$ cat src/rtl/agc_loop_filter.sv
module agc_loop_filter #(
  parameter int MAG_W = 12,
  parameter int ACC_W = 20,
  parameter int SHIFT_BASE = 23
) (
  input  logic                    clk,
  input  logic                    rst_n,
  input  logic                    valid_i,
  input  logic [MAG_W-1:0]        mag_i,
  input  logic [MAG_W-1:0]        thr_i,
  input  logic                    median_i,
  input  logic                    gsel_i,
  input  logic [3:0]              man0_i,
  input  logic [3:0]              exp0_i,
  input  logic [3:0]              man1_i,
  input  logic [3:0]              exp1_i,
  input  logic signed [ACC_W-1:0] lim_hi_i,
  input  logic signed [ACC_W-1:0] lim_lo_i,
  input  logic                    hold_i,
  input  logic                    sync_clr_i,
  input  logic                    be_rst_i,
  output logic signed [ACC_W-1:0] gain_o
);
  localparam int ERR_W = MAG_W + 1;
  localparam int PRD_W = ERR_W + 5;
  localparam int SUM_W = ACC_W + 2;
  localparam int MAX_STEP = (15 << (ERR_W - 1)) >> (SHIFT_BASE - 15);
  localparam logic signed [ERR_W-1:0] FIX_POS = ERR_W'(1) << (ERR_W - 3);
  localparam logic signed [ERR_W-1:0] FIX_NEG = -FIX_POS;

  logic signed [ACC_W-1:0] acc_q;
  logic signed [ERR_W-1:0] raw_err, err;
  logic [3:0]              cur_man, cur_exp;
  logic [4:0]              sh;
  logic signed [PRD_W-1:0] prod;
  logic signed [SUM_W-1:0] step, sum, hi_x, lo_x;
  logic signed [ACC_W-1:0] nxt;
  logic                    clr_any;

  assign cur_man = gsel_i ? man1_i : man0_i;
  assign cur_exp = gsel_i ? exp1_i : exp0_i;
  assign raw_err = $signed({1'b0, thr_i}) - $signed({1'b0, mag_i});
  assign err     = median_i ? (raw_err[ERR_W-1] ? FIX_NEG : FIX_POS) : raw_err;
  assign prod    = $signed({1'b0, cur_man}) * err;
  assign sh      = 5'(SHIFT_BASE) - {1'b0, cur_exp};
  assign step    = SUM_W'(prod) >>> sh;
  assign sum     = SUM_W'(acc_q) + step;
  assign hi_x    = SUM_W'(lim_hi_i);
  assign lo_x    = SUM_W'(lim_lo_i);
  assign nxt     = (sum > hi_x) ? lim_hi_i : (sum < lo_x) ? lim_lo_i : ACC_W'(sum);
  assign clr_any = sync_clr_i | (be_rst_i & ~hold_i);

  always_ff @(posedge clk or negedge rst_n)
    if (!rst_n)          acc_q <= '0;
    else if (clr_any)    acc_q <= '0;
    else if (valid_i)    acc_q <= nxt;

  always_ff @(posedge clk or negedge rst_n)
    if (!rst_n) gain_o <= '0;
    else        gain_o <= acc_q;

  p_sync_clear_r5: assert property (@(posedge clk) disable iff (!rst_n)
    sync_clr_i |=> acc_q == '0);
  p_be_clear_r6: assert property (@(posedge clk) disable iff (!rst_n)
    be_rst_i && !hold_i |=> acc_q == '0);
  p_be_hold_r6: assert property (@(posedge clk) disable iff (!rst_n)
    be_rst_i && hold_i && !sync_clr_i && !valid_i |=> $stable(acc_q));
  p_idle_r9: assert property (@(posedge clk) disable iff (!rst_n)
    !valid_i && !clr_any |=> $stable(acc_q));
  p_out_pipe_r9: assert property (@(posedge clk) disable iff (!rst_n)
    1'b1 |=> gain_o == $past(acc_q));
  p_zero_man_r7: assert property (@(posedge clk) disable iff (!rst_n)
    valid_i && !clr_any && cur_man == 4'd0 && acc_q <= lim_hi_i && acc_q >= lim_lo_i
    |=> $stable(acc_q));
  p_limits_r8: assert property (@(posedge clk) disable iff (!rst_n)
    valid_i && !clr_any |=> acc_q <= $past(lim_hi_i) && acc_q >= $past(lim_lo_i));
  p_slew_r10: assert property (@(posedge clk) disable iff (!rst_n)
    valid_i && !clr_any && acc_q <= lim_hi_i && acc_q >= lim_lo_i
    |=> (acc_q - $past(acc_q) <= MAX_STEP) && ($past(acc_q) - acc_q <= MAX_STEP));
endmodule

$ cat config.mk
export PLATFORM = sky130hd
export DESIGN_NAME = agc_loop_filter
export DESIGN_NICKNAME = d
export VERILOG_FILES = /design/src/rtl/agc_loop_filter.sv
export SDC_FILE = /design/constraint.sdc
export NUM_CORES = 1
export LEC_CHECK = 0
export ABC_AREA = 1
export BUFFER_PORTS_ARGS = -buffer_cell sky130_fd_sc_hd__buf_2
export CORE_MARGIN = 5
export CORE_UTILIZATION = 64
export DETAILED_ROUTE_END_ITERATION = 7
export PLACE_DENSITY = 0.95
export SETUP_SLACK_MARGIN = 0.1
export SKIP_CTS_REPAIR_TIMING = 1
export SLEW_MARGIN = 20
export SYNTH_ARGS = -nofsm -noshare
export SYNTH_HDL_FRONTEND = slang
export SYNTH_SLANG_ARGS = --single-unit
$ cat constraint.sdc
create_clock -name clk -period 8.8 [get_ports clk]
set_clock_uncertainty 0.15 [all_clocks]
set_input_delay 1.76 -clock clk [delete_from_list [all_inputs] [get_ports clk]]
set_output_delay 1.76 -clock clk [all_outputs]
set_load 0.1 [all_outputs]
==> summary.log, run 1 <==
qor: synth.synth-xor-area-share 2.58%
qor: floorplan.die_width 116 µm
qor: synth.synth_area_leaders ha_1 (19%), nand2_1 (14%), dfrtp_1 (14%)
qor: synth.synth_top_family_by_area simple AND/OR/NAND/NOR gates
qor: floorplan.die_height 116 µm
qor: synth.total_number_of_yosys_warnings 0
qor: floorplan.rows 38
qor: synth.synthesized_area_fraction_occupied_by_adder_cells 27.0%
qor: status.status stopped before the end
qor: synth.ys_ff_latch 40
qor: global_routing.grt_start_max_net_pins 41
qor: clock_network.max-clock-path-buffers 2
qor: synth.postSynthCellCount 1,124
qor: synth.syn_avg_cell_area 6.35 µm²
qor: synth.synth_simple_gate_area_share 31.0%
qor: synth.post_synth_mux_area_share 0%
qor: synth.yosys.area.top_type_share 19.1%
qor: placement.io_buffers 107
qor: status.first-error [ERROR DPL-0038] Utilization greater than 100%, impossible to legalize
qor: floorplan.floorplan.initialDensity 65.6%
qor: placement.finalWeightedCongestion 1.02
qor: clock_network.ctsHtreeMaxLevel 2
qor: sta.timing.worst_endpoint.kind sequential cell input
qor: clock_network.cts_inserted_buffers 5
qor: synth.synth_compound_gate_area_share 11.9%
qor: clock_network.cts.root.buffer_cell clkbuf_8
qor: placement.placedInstanceArea 0.00921 mm²
qor: status.last-stage-reached 5_1_grt
qor: clock_network.tritoncts_num_sinks 40
qor: synth.seq_area_frac_synth 14.0%
qor: synth.synth.net_count 1,349
qor: floorplan.num_io_pins 108
qor: placement.detailedPlacementHpwl 21,500 µm
qor: synth.synth.cell_area 0.00714 mm²
qor: placement.dpl.cell_count 1,506
qor: sta.worstEndpointGrtRepair acc_q[5]$_DFFE_PN0P_/D
qor: synth.netlist.top_cell.by_area ha_1
qor: synth.synth_cell_types 38
## cells in the mapped netlist
library cell,count
o31ai_1,1
a211oi_1,1
a21o_1,5
clkinv_1,11
inv_2,6
ha_1,109
nor2_1,89
fa_1,28
nor4_1,4
a21boi_0,3
o21ai_0,45
o2111ai_1,1
inv_1,217
nand2_2,6
xnor2_1,6
nor2_2,4
or2_2,3
clkbuf_1,11
dfrtp_1,40
o21a_1,3
a31oi_1,2
buf_2,10
a2111oi_0,1
xor2_1,15
and3_1,1
nor2_4,2
o211ai_1,3
nor3_1,13
nor3_2,1
o21bai_1,9
o21ai_2,3
nand3_1,113
o21ai_1,10
nand2_1,268
nand4_1,11
a21oi_1,66
nand3_2,2
and2_1,1
## per-stage QoR
step | hold WS, ns | setup TNS, ns | setup WS (ns)
after CTS | 0.260 | -22.38 | -1.17
after global placement | 0.247 | -13.64 | -0.718
after detailed placement | 0.251 | -24.91 | -1.30
after floorplan | 0.228 | 0 | 0.110
## logic make-up after synthesis
kind of cell,after synthesis
buffers and inverters,255
flip-flops,40
AO/OA/AOI/OAI,153
adder cells (fa/ha/maj),137
XOR/XNOR,21
AND/OR/NAND/NOR,518
==> inputs of run 2 (changes only) <==
- CORE_UTILIZATION: 64 -> 40
- PLACE_DENSITY: 0.95 -> default
- PLACE_DENSITY_LB_ADDON: default -> 0.15
- SETUP_SLACK_MARGIN: 0.1 -> default
==> run 2 against run 1 <==
The flow now finishes, with violations (setup timing). Synthesized cell count did not move. Area after synthesis did not move.
==> summary.log, run 2 <==
qor: synth.synthArstFlopShare 100% [unchanged]
qor: synth.netlist.top_cell.by_area ha_1
qor: sta.hold_viol_final 0
qor: synth.yosys.area.top_type_share 19.1% [unchanged]
qor: critical_path.critical_path_class primary input to flip-flop
qor: synth.synth.net_count 1,349 [unchanged]
qor: synth.ys_ff_latch 40 [unchanged]
qor: critical_path.largest_stage_delay_on_the_critical_path 0.50 ns
qor: layout.n_fill_cell 1,523
qor: critical_path.cp_slowest_cell fa_1
qor: route.drtPass1Iterations 7
qor: layout.insertedDiodeCount 0
qor: global_routing.via_count_of_the_first_global_routing_pass 7,590
qor: synth.postSynthCellCount 1,124 [unchanged]
qor: route.remaining_routing_drc_violations 0
qor: floorplan.die_width 144 µm [+24%]
qor: sta.rsz0062_at_grt yes
qor: synth.synth_enable_flop_cells 0 [unchanged]
qor: layout.area_growth_syn_to_layout 58.2%
qor: placement.finalWeightedCongestion 0.912 [-11%]
qor: floorplan.core 0.0174 mm²
qor: clock_network.cts_tree yes
qor: clock_network.tritoncts_num_sinks 40 [unchanged]
qor: synth.total_number_of_yosys_warnings 0 [unchanged]
qor: status.violations setup timing
qor: worst_hold_path.min-delay-path-class flip-flop to flip-flop
qor: route.route.vias.total 8,351
qor: critical_path.path_common_cell nand2_2
qor: critical_path.rrSetupSlack 4.68 ns
qor: floorplan.rows 48 [+26%]
qor: clock_network.cts.root.buffer_cell clkbuf_16
qor: sta.post-route-worst-setup-slack -0.738 ns
qor: placement.dpl.cell_count 1,644 [+9.2%]
qor: critical_path.cp.buffers_inverters 16
qor: sta.fmax 105 MHz
qor: layout.post_layout_nonfiller_instances 1,685
qor: route.post_route_antenna_net_violation_count 0
qor: synth.ys.flop_type dfrtp_1
qor: placement.placedInstanceArea 0.00958 mm² [+4.0%]
qor: placement.detailedPlacementHpwl 18,900 µm [-12%]
qor: critical_path.setup.worst_path.end_class flip-flop
qor: sta.setup-violations-final 20
qor: sta.drv_slew 0
qor: global_routing.grt_usage 21.0%
qor: layout.final_cell_area 0.0113 mm²
qor: layout.drive_above_1_share 41.7%
qor: floorplan.floorplan.initialDensity 41.0% [-25 points]
qor: synth.synth_area_leaders ha_1 (19%), nand2_1 (14%), dfrtp_1 (14%)
qor: placement.io_buffers 107 [unchanged]
qor: clock_network.clock_insertion_delay_worst_skew 0.30 ns
qor: clock_network.max-clock-path-buffers 2 [unchanged]
qor: clock_network.cts_inserted_buffers 5 [unchanged]
qor: critical_path.critPathArrivalTime 9.63 ns
qor: floorplan.die_height 144 µm [+24%]
qor: clock_network.ctsHtreeMaxLevel 2 [unchanged]
qor: floorplan.fp.dieArea 0.0206 mm²
qor: global_routing.grt_start_max_net_pins 41
qor: route.detail_route.vias_per_cell 4.96
qor: route.route.detailed.wl_per_inst 14.4 µm
qor: floorplan.num_io_pins 108 [unchanged]
qor: route.postRouteWirelength 24,300 µm
qor: synth.syn_avg_cell_area 6.35 µm² [unchanged]
qor: synth.yosysMostFrequentCell nand2_1
qor: synth.synth.cell_area 0.00714 mm² [unchanged]
qor: sta.slew_headroom 4.83%
qor: global_routing.overflow 0
qor: sta.period_needed 9.54 ns
qor: layout.final_common_cell buf_4
qor: status.status finished with violations
qor: job.max_capacitance_violation_count 0
qor: layout.largest_registers acc_q: 20 flops, gain_o: 20 flops
qor: sta.finalCritPeriodShare 108%
qor: sta.pin_slew_with_the_least_headroom_to_its_limit 1.43 ns
qor: synth.yosys-top-cells-count nand2_1 (268), inv_1 (217), nand3_1 (113), ha_1 (109), nor2_1 (89)
qor: critical_path.start_kind primary input
qor: synth.synth_cell_types 38 [unchanged]
qor: critical_path.crit_family simple AND/OR/NAND/NOR gates
qor: critical_path.critical_path.max_fanout 7
qor: critical_path.worst_ep_required_time 8.89 ns
qor: synth.seq_area_frac_synth 14.0% [unchanged]
qor: layout.layout_common_cells buf_4 (221), nand2_1 (217), inv_1 (196)
qor: global_routing.number_of_antenna_violations_at_the_first_check_in_global_routing 0
qor: layout.final_nets 1,685
qor: route.drtIter0Drc 377
qor: clock_network.clk_pin_slew 0.06 ns
qor: global_routing.grt_pass1_wl 35,500 µm
-- run 2: cell counts after synthesis --
No cell type changed its count.
-- run 2: worst paths after layout --
| check | startpoint | to | depth (start not counted) |
|---|---|---|---|
| min | acc_q[17]$_DFFE_PN0P_ | gain_o[17]$_DFF_PN0_ | 0 |
| min reg2reg | acc_q[17]$_DFFE_PN0P_ | gain_o[17]$_DFF_PN0_ | 0 |
| max reg2reg | acc_q[11]$_DFFE_PN0P_ | acc_q[3]$_DFFE_PN0P_ | 29 |
| max | thr_i[0] | acc_q[3]$_DFFE_PN0P_ | 62 |
| max in group asynchronous | rst_n | gain_o[2]$_DFF_PN0_ | 1 |
| min in group asynchronous | rst_n | gain_o[16]$_DFF_PN0_ | 1 |
-- run 2: cell families (layout without fill, tap and decap cells) --
group           after synthesis  count (layout)  synth area share (%)
simple gates                518             518                  31.0
buf+inv                     255             591                  13.6
compound gates              153             153                  11.9
fa+ha+maj                   137             137                  27.0
flops                        40              40                  14.0
xor+xnor                     21              21                  2.58
-- run 2: routing by layer --
metal | part of all wire [%] | GRT usage, % | routed length [µm] | vias to the layer above
met3 | 4.2 | 2.06 | 1030 | 48
met5 | 0 | 0 | 0 | -
met4 | 2.9 | 4.71 | 715 | 0
li1 | - | - | - | 4262
met1 | 41 | 25.3 | 9840 | 3820
met2 | 52 | 40.0 | 12700 | 221
-- run 2: per-stage QoR --
step                      TNS [ns]  util (%)  setup slack (ns)  hold slack [ns]
final                       -14.05      64.9            -0.738            0.299
after global routing        -22.33      64.9             -1.15            0.305
after CTS                   -24.30      55.8             -1.27            0.299
after detailed placement    -29.77      55.0             -1.54            0.277
after global placement      -27.44      55.0             -1.40            0.270
after floorplan                  0         -           0.00435            0.228
-- run 2: cell type report --
| cell class | instances | area (µm²) | area share [%] |
|---|---|---|---|
| clock inverter | 1 | 5.00 | 0.0443 |
| inverter | 234 | 896 | 7.93 |
| clock buffer | 6 | 129 | 1.14 |
| tap | 225 | 282 | 2.49 |
| timing repair buffer | 350 | 2560 | 22.6 |
| sequential | 40 | 1000 | 8.86 |
| multi-input combinational | 829 | 6430 | 56.9 |
Power of run 2 is left out: the tool's default activity adds up to more than one toggle a clock period on the data nets, which glitch-free logic cannot reach.
